$ cat src/rtl/tce_pkg.sv
package tce_pkg;

    typedef enum logic [0:0] {
        ST_IDLE = 1'b0,
        ST_DONE = 1'b1
    } tce_state_e;

    localparam int unsigned ACT_BREAK = 0;
    localparam int unsigned ACT_DEBUG = 1;

endpackage

$ cat src/rtl/tce_link.sv
// Decides, per trigger, whether it links forward to the next trigger.
module tce_link #(
    parameter int N_TRIG = 8
) (
    input  logic              pair_mode,
    input  logic [N_TRIG-1:0] chain_bit,
    output logic [N_TRIG-1:0] link
);

    genvar gi;
    generate
        for (gi = 0; gi < N_TRIG; gi++) begin : g_lnk
            if (gi == N_TRIG - 1) begin : g_last
                // the highest trigger always closes its chain
                assign link[gi] = 1'b0;
            end else if ((gi % 2) == 1) begin : g_odd
                assign link[gi] = chain_bit[gi] & ~pair_mode;
            end else begin : g_even
                assign link[gi] = chain_bit[gi];
            end
        end
    endgenerate

endmodule

$ cat src/rtl/tce_scan.sv
// A trigger trips when every member from its chain head up to it matched
// and every member from it down to its chain tail matched.
module tce_scan #(
    parameter int N_TRIG = 8
) (
    input  logic [N_TRIG-1:0] ok,
    input  logic [N_TRIG-1:0] link,
    output logic [N_TRIG-1:0] trip
);

    logic [N_TRIG-1:0] head_ok;
    logic [N_TRIG-1:0] tail_ok;

    always_comb begin
        head_ok[0] = ok[0];
        for (int i = 1; i < N_TRIG; i++) begin
            head_ok[i] = ok[i] & (~link[i-1] | head_ok[i-1]);
        end
    end

    always_comb begin
        tail_ok[N_TRIG-1] = ok[N_TRIG-1];
        for (int i = N_TRIG - 2; i >= 0; i--) begin
            tail_ok[i] = ok[i] & (~link[i] | tail_ok[i+1]);
        end
    end

    assign trip = head_ok & tail_ok;

endmodule

$ cat src/rtl/tce_tally.sv
// Splits tripped triggers by timing and looks for an enter-debug action.
module tce_tally
    import tce_pkg::*;
#(
    parameter int N_TRIG = 8,
    parameter int ACT_W  = 6,
    parameter int CNT_W  = 4
) (
    input  logic [N_TRIG-1:0]       trip,
    input  logic [N_TRIG-1:0]       time_after,
    input  logic [N_TRIG*ACT_W-1:0] act_code,
    output logic [CNT_W-1:0]        cnt_before,
    output logic [CNT_W-1:0]        cnt_after,
    output logic                    dbg
);

    localparam logic [ACT_W-1:0] DBG_CODE = ACT_W'(ACT_DEBUG);

    always_comb begin
        cnt_before = '0;
        cnt_after  = '0;
        dbg        = 1'b0;
        for (int i = 0; i < N_TRIG; i++) begin
            cnt_before = cnt_before + CNT_W'(trip[i] & ~time_after[i]);
            cnt_after  = cnt_after + CNT_W'(trip[i] & time_after[i]);
            if (trip[i] && (act_code[i*ACT_W +: ACT_W] == DBG_CODE)) begin
                dbg = 1'b1;
            end
        end
    end

endmodule

$ cat src/rtl/tce_chain_eval.sv
module tce_chain_eval
    import tce_pkg::*;
#(
    parameter int N_TRIG = 8,
    parameter int ACT_W  = 6,
    parameter int CNT_W  = $clog2(N_TRIG + 1)
) (
    input  logic                    clk,
    input  logic                    rst_n,
    input  logic                    eval_go,
    input  logic                    pair_mode,
    input  logic                    irq_en,
    input  logic [N_TRIG-1:0]       loc_hit,
    input  logic [N_TRIG-1:0]       chain_bit,
    input  logic [N_TRIG-1:0]       time_after,
    input  logic [N_TRIG*ACT_W-1:0] act_code,
    output logic                    res_valid,
    output logic [N_TRIG-1:0]       hit_set,
    output logic [CNT_W-1:0]        cnt_before,
    output logic [CNT_W-1:0]        cnt_after,
    output logic                    dbg_req
);

    localparam logic [ACT_W-1:0] BRK_CODE = ACT_W'(ACT_BREAK);

    tce_state_e state_q, state_d;

    logic [N_TRIG-1:0] ok;
    logic [N_TRIG-1:0] link;
    logic [N_TRIG-1:0] trip;
    logic [CNT_W-1:0]  nb_c, na_c;
    logic              dbg_c;

    // suppression: breakpoint action with interrupts off counts as no match
    genvar gi;
    generate
        for (gi = 0; gi < N_TRIG; gi++) begin : g_ok
            assign ok[gi] = loc_hit[gi] &
                            ~(~irq_en & (act_code[gi*ACT_W +: ACT_W] == BRK_CODE));
        end
    endgenerate

    tce_link #(.N_TRIG(N_TRIG)) u_link (
        .pair_mode (pair_mode),
        .chain_bit (chain_bit),
        .link      (link)
    );

    tce_scan #(.N_TRIG(N_TRIG)) u_scan (
        .ok   (ok),
        .link (link),
        .trip (trip)
    );

    tce_tally #(.N_TRIG(N_TRIG), .ACT_W(ACT_W), .CNT_W(CNT_W)) u_tally (
        .trip       (trip),
        .time_after (time_after),
        .act_code   (act_code),
        .cnt_before (nb_c),
        .cnt_after  (na_c),
        .dbg        (dbg_c)
    );

    always_comb begin
        state_d = state_q;
        unique case (state_q)
            ST_IDLE: if (eval_go) state_d = ST_DONE;          // GO
            ST_DONE: state_d = eval_go ? ST_DONE : ST_IDLE;   // AGAIN / RELEASE
            default: state_d = ST_IDLE;
        endcase
    end

    always_ff @(posedge clk) begin
        if (!rst_n) state_q <= ST_IDLE;
        else        state_q <= state_d;
    end

    // result registers: loaded on each evaluation, cleared otherwise
    always_ff @(posedge clk) begin
        if (!rst_n || !eval_go) begin
            hit_set    <= '0;
            cnt_before <= '0;
            cnt_after  <= '0;
            dbg_req    <= 1'b0;
        end else begin
            hit_set    <= trip;
            cnt_before <= nb_c;
            cnt_after  <= na_c;
            dbg_req    <= dbg_c;
        end
    end

    assign res_valid = (state_q == ST_DONE);

endmodule

$ cat config.mk
export PLATFORM = sky130hd
export DESIGN_NAME = tce_chain_eval
export DESIGN_NICKNAME = d
export VERILOG_FILES = /design/src/rtl/tce_pkg.sv /design/src/rtl/tce_link.sv /design/src/rtl/tce_scan.sv /design/src/rtl/tce_tally.sv /design/src/rtl/tce_chain_eval.sv
export SDC_FILE = /design/constraint.sdc
export NUM_CORES = 1
export LEC_CHECK = 0
export ABC_AREA = 1
export BUFFER_PORTS_ARGS = -buffer_cell sky130_fd_sc_hd__buf_4
export CORE_MARGIN = 2
export CORE_UTILIZATION = 42
export CTS_CLUSTER_SIZE = 16
export DETAILED_ROUTE_END_ITERATION = 10
export PLACE_DENSITY = 0.8
export SYNTH_ARGS = -nofsm -noshare
export SYNTH_HDL_FRONTEND = slang
export SYNTH_SLANG_ARGS = --single-unit
$ cat constraint.sdc
create_clock -name clk -period 5.9 [get_ports clk]
set_input_delay 0.885 -clock clk [delete_from_list [all_inputs] [get_ports clk]]
set_output_delay 0.885 -clock clk [all_outputs]
set_load 0.005 [all_outputs]
; After elaboration in Yosys (flattened, before gate mapping)
; Cells that the tools add are included.
[classes]
n_addsub = 14
n_eq_ne = 8
muxes = 9
bitwise = 89
reduce_logical = 19
[op_table]
columns = cell, n
row1 = adder 4 bit, 14
row2 = equality test 6 x 1 -> 1 bit (second input constant), 8
row3 = zero test 6 bit, 8
row4 = AND 1 bit, 41
row5 = AND 1 x 4 -> 4 bit, 8
row6 = inverter 1 -> 4 bit, 8
row7 = inverter 1 bit, 17
row8 = bitwise OR 1 bit, 14
row9 = 2-to-1 mux 1 bit, 9
row10 = AND 8 bit, 1
row11 = logical AND 1 bit, 8
row12 = zero test 1 bit, 2
row13 = logical OR 1 bit, 1
[totals]
ff_bits = 18
in_bits = 77

; Depth between registers and ports, before layout
[depth]
depth_word = 28
mapped_depth = 27
ltp_nobuf = 27

; Modules after synthesis
; A second synthesis with hierarchy kept.
[unflattened]
hier_cells = 306
hier_area_um2 = 1699.1
[by_module_without_submodules]
columns = module, instances, cells_per_inst, area_each_um2
row1 = tce_chain_eval, 1, 128, 790.8
row2 = tce_tally, 1, 132, 714.4
row3 = tce_scan, 1, 34, 130.1
row4 = tce_link, 1, 12, 63.8

; Least setup slack after synthesis
; OpenSTA, ideal clock, no wires.
[synth_timing]
path_kind = input port to flip-flop
start = input port act_code[38]
end = register cnt_before[2]
t_arrival_ps = 4517
t_required_ps = 5781
setup_slack_ps = 1263
stages = 27
path_buffers = 0
path_cell_list = nor2_1 nand3b_1 nor2_1 nor2_4 nand2_2 nand2_2 nand2_2 nand2_1 nand2_1 nand2_1 nand2_1 nand2_1 nand2_2 nand2_2 nand2_2 nand2_2 nand2_1 or2_1 fa_1 fa_1 inv_1 fa_1 ha_1 inv_1 fa_1 o21ai_0 a21oi_1
[synth_via]
elab_chain_len = 26
word_cells_on_any_way = 36
classes_between = add/sub: 7 / bitwise: 28 / reduce/logical: 1
[synth_lines]
columns = element, line
row1 = "start, declared", tce_chain_eval.sv:16  ; input logic [N_TRIG*ACT_W-1:0] act_code,
row2 = zero test 6 bit (*), tce_chain_eval.sv:39  ; ~(~irq_en & (act_code[gi*ACT_W +: ACT_W] == BRK_CODE));
row3 = AND 1 bit (*), tce_chain_eval.sv:39
row4 = inverter 1 bit (*), tce_chain_eval.sv:39
row5 = AND 1 bit (*), tce_chain_eval.sv:38  ; assign ok[gi] = loc_hit[gi] &
row6 = AND 1 bit, tce_scan.sv:24  ; tail_ok[i] = ok[i] & (~link[i] | tail_ok[i+1]);
row7 = bitwise OR 1 bit, tce_scan.sv:24
row8 = AND 1 bit, tce_scan.sv:24
row9 = bitwise OR 1 bit, tce_scan.sv:24
row10 = [... 5 more ...], -
row11 = bitwise OR 1 bit, tce_scan.sv:24
row12 = AND 1 bit, tce_scan.sv:24
row13 = bitwise OR 1 bit, tce_scan.sv:24
row14 = AND 1 bit, tce_scan.sv:24
row15 = AND 8 bit (*), tce_scan.sv:28  ; assign trip = head_ok & tail_ok;
row16 = AND 1 x 4 -> 4 bit, tce_tally.sv:24  ; cnt_before = cnt_before + CNT_W'(trip[i] & ~time_after[i]);
row17 = adder 4 bit (6 in a row), tce_tally.sv:24
row18 = adder 4 bit (*), tce_tally.sv:24
row19 = "end signal, assigned", tce_chain_eval.sv:87  ; cnt_before <= nb_c;
row20 = "end, declared", tce_chain_eval.sv:19  ; output logic [CNT_W-1:0] cnt_before,
; Every way passes the cells marked *; elsewhere a longest branch is shown, timed or not.
; A chain may end at the register's enable or synchronous reset.

; Worst setup path in the final report
[layout_timing]
start = input port irq_en
end = register cnt_before[2]
[layout_via]
elab_chain_len = 27
word_cells_on_any_way = 69
classes_between = add/sub: 7 / bitwise: 62
[layout_lines]
columns = element, line
row1 = "start, declared", tce_chain_eval.sv:12  ; input logic irq_en,
row2 = inverter 1 bit (*), tce_chain_eval.sv:39
row3 = AND 1 bit, tce_chain_eval.sv:39
row4 = inverter 1 bit, tce_chain_eval.sv:39
row5 = AND 1 bit, tce_chain_eval.sv:38
row6 = bitwise OR 1 bit, tce_scan.sv:24
row7 = AND 1 bit, tce_scan.sv:24
row8 = bitwise OR 1 bit, tce_scan.sv:24
row9 = AND 1 bit, tce_scan.sv:24
row10 = [... 6 more ...], -
row11 = bitwise OR 1 bit, tce_scan.sv:24
row12 = AND 1 bit, tce_scan.sv:24
row13 = bitwise OR 1 bit, tce_scan.sv:24
row14 = AND 1 bit, tce_scan.sv:24
row15 = AND 8 bit (*), tce_scan.sv:28
row16 = AND 1 x 4 -> 4 bit, tce_tally.sv:24
row17 = adder 4 bit (6 in a row), tce_tally.sv:24
row18 = adder 4 bit (*), tce_tally.sv:24
; Marks and branches as above.

==> results_dict.tcl <==
set metrics [dict create \
    outcome "finished clean" \
    die_span_x_um 62.0 \
    detailroute.via_count 1607 \
    cellLeakagePower_uw 0.00121 \
    worst_setup_path_start_kind "input port" \
    total_grt_overflow 0 \
    gpl.final_weighted_congestion 0.803 \
    cts_setup_buffers 0 \
    yosys.area_share.adder_pct 16.7 \
    finalSetupViolations 0 \
    cts-buffers-inserted 3 \
    timing_max_transition_violations_final 0 \
    yosys.cell_types.count 21 \
    drt_iter0_drc 61 \
    grt_first_pass_wirelength_um 5610 \
    muxShareOfSynthArea_pct 0 \
    h-tree-depth 1 \
    maximum_number_of_pins_on_one_net_before_global_route_repair 16 \
    syn_avg_cell_area_um2 6.47 \
    layout.filler_cells 304 \
    die_boundary_height_um 62.0 \
    vias_per_cell 4.48 \
    max_clock_freq_ghz 0.209 \
    cp-startpoint "irq_en" \
    cts_tree "yes" \
    num_antenna_cells 0 \
    timing.hold.worst.start "chain_bit[0]" \
    unrepaired_setup_endpoints_after_global_routing "false" \
    place.detailed.hpwl_um 3160 \
    synth_fp_nets 309 \
    place_worst_setup_slack_ns 0.826 \
    report.final.hold_viol_count 0 \
    clk_buf_depth 2 \
    hold_path_depth 4 \
    critical_path_arrival_ns 4.97 \
    wp_data_required_ns 6.09 \
    layout_setup_ws_ns 1.12 \
    synth.yosys.seq_area_share_pct 25.5 \
    boundaryPins 95 \
    ys_seq_elements 18 \
    final_core_util_pct 66.6 \
    synthToLayoutAreaGrowth_pct 54.9 \
    synthesis.yosys.warnings 0 \
    postSynthCellCount 218 \
    core_region_area_mm2 0.00328 \
    worst-slew-pin-transition_ns 0.484 \
    cts.sink_count 18 \
    timing.slew.headroom_pct 67.7 \
    global_router_s_overall_resource_usage_pct 19.6 \
    number_of_design_rule_violations_left_after_detail_routing 0 \
    worst_setup_hold_path_clk_slew_ns 0.10 \
    vdd.ir_drop.worst_v 0.0000637 \
    min_period_ns 4.78 \
    criticalPathCategory "input port to register" \
    hold-path-endpoint "hit_set[0]$_SDFF_PP0_" \
    post_cts_hold_buffer_count 0 \
    multi_input_area_um2 871 \
    post_cts_resized 0 \
    min_period_over_period_pct 81.0 \
    synth_top_family_by_area "simple AND/OR/NAND/NOR gates" \
    via_count_of_the_first_global_routing_pass 1433 \
    port_buffers 93 \
    route.final.wire_length_um 3510 \
    post_synth_xor_area_fraction_pct 0 \
    number_of_core_rows 21 \
    initial_utilization_pct 43.0 \
    final_nets 406 \
    max_cap_violations 0 \
    largest_fanout_on_the_critical_path 6 \
    worst_hold_path_type "input port to register" \
    critical_path.endpoint_type "register" \
    power_density_over_cell_area_mw_per_mm2 134 \
    drive_gt1_share_pct 36.7 \
    totalNegativeSetupSlack_ns 0 \
    antenna_found_initial 0 \
    complex_gate_fraction_of_the_synthesized_area_pct 4.79 \
    mappedNetlistArea_mm2 0.00141 \
    detail_route.wl_per_cell_um 9.79 \
    detail-route-antenna-nets 0 \
    synth_simple_gate_area_share_pct 40.2 \
    total_iterations_of_the_first_detailed_routing_run 4 \
    root_buffer "clkbuf_4" \
    layout.area.seq_um2 360 \
    floorplan.die_area_mm2 0.00384 \
    post-layout-total-power_uw 293 \
]
per-stage QoR:
step                hold WS [ns]  cells  cell area, um2
finish                     0.877    359            2190
global placement            1.19    356            2160
CTS                        0.871    359            2190
global route               0.875    359            2190
detailed placement          1.19    356            2160
floorplan                   1.07    218            1410
cell type report:
| cell class | count | share of cell area [%] |
|---|---|---|
| multi-input cells | 152 | 39.8 |
| repair buffers | 93 | 31.9 |
| flip-flops and latches | 18 | 16.5 |
| inverters | 47 | 8.07 |
| well taps | 46 | 2.63 |
| clock buffers | 3 | 1.03 |
flip-flops by register name, summed over array words and instances (netlist names):
signal and cells:
res_valid 1, dbg_req 1, cnt_before 4, cnt_after 4, hit_set 8
worst max-delay path, stage by stage:
cell and delay [ns]:
buf_4 0.13, nor2_1 0.05, a31oi_1 0.32, nand2_2 0.11, nand2_1 0.07, nand2_1 0.06, nand2_1 0.05, nand2_1 0.06
nand2_1 0.10, nand2_2 0.07, nand2_2 0.07, nand2_2 0.06, nand2_2 0.07, nand2_1 0.06, or2_1 0.23, fa_1 0.50
fa_1 0.55, inv_1 0.06, fa_1 0.57, ha_1 0.19, inv_1 0.07, fa_1 0.39, o21ai_0 0.19, a21oi_1 0.07
Yosys cell counts:
cell type  count  area (um2)
nor2_1        49         184
o21ai_1        1        5.00
dfxtp_1       18         360
inv_2          4        15.0
nor2_4         2        22.5
nand3_1        9        45.0
o21ai_0        2        10.0
clkbuf_1       1        3.75
fa_1           8         160
ha_1           6        75.1
nor3b_1        2        15.0
nand3b_1       3        22.5
a31oi_1        3        18.8
and3_1         3        18.8
o21ai_2        1        8.76
nor3_1         6        30.0
nand2_1       38         143
or2_1          2        12.5
inv_1         43         161
nand2_2       12        75.1
a21oi_1        5        25.0
report_power, final:
part           leakage, uW  total, uW  internal [uW]  switching (uW)
logic              0.00105        107           58.5            48.7
registers         0.000146        127            126            1.18
clock network    0.0000138       58.7           23.7            35.0
total              0.00121        293            208            84.9
cells in the final DEF, fill, tap and decap left out:
master    instances
dfxtp_1          18
and3_1            3
nor2_4            2
nand2_2          12
ha_1              6
or2_1             2
inv_2             4
o21ai_0           2
o21ai_1           1
nor3_1            6
a21oi_1           5
nor3b_1           2
buf_4            93
clkbuf_4          3
a31oi_1           3
fa_1              8
o21ai_2           1
inv_1            43
nand3_1           9
nor2_1           49
nand3b_1          3
nand2_1          38
worst max-delay path by stage:
| stage | endpoint | slack, ns | depth (start not counted) |
|---|---|---|---|
| 3_5_place_dp | cnt_before[2]$_SDFF_PP0_ | 0.83 | 28 |
| 6_report | cnt_before[2]$_SDFF_PP0_ | 1.12 | 24 |
| 2_1_floorplan | cnt_before[2]$_SDFF_PP0_ | 1.26 | 27 |
| 3_3_place_gp | cnt_before[2]$_SDFF_PP0_ | 0.94 | 28 |
| 4_1_cts | cnt_before[2]$_SDFF_PP0_ | 1.14 | 28 |
| 5_1_grt | cnt_before[2]$_SDFF_PP0_ | 0.84 | 24 |
cell families (layout without fill, tap and decap cells):
| kind of cell | after synthesis | in the layout |
|---|---|---|
| adder cells (fa/ha/maj) | 14 | 14 |
| buffers and inverters | 48 | 143 |
| AO/OA/AOI/OAI | 12 | 12 |
| flip-flops | 18 | 18 |
| AND/OR/NAND/NOR | 126 | 126 |
layer usage:
metal	track usage, %	up-vias	share of wire (%)
li1	-	848	-
met1	23.2	686	41
met2	35.9	69	51
met3	4.55	4	7.3
met4	3.65	0	0.83
met5	0	-	0
Power figures use the tool's default switching activity.
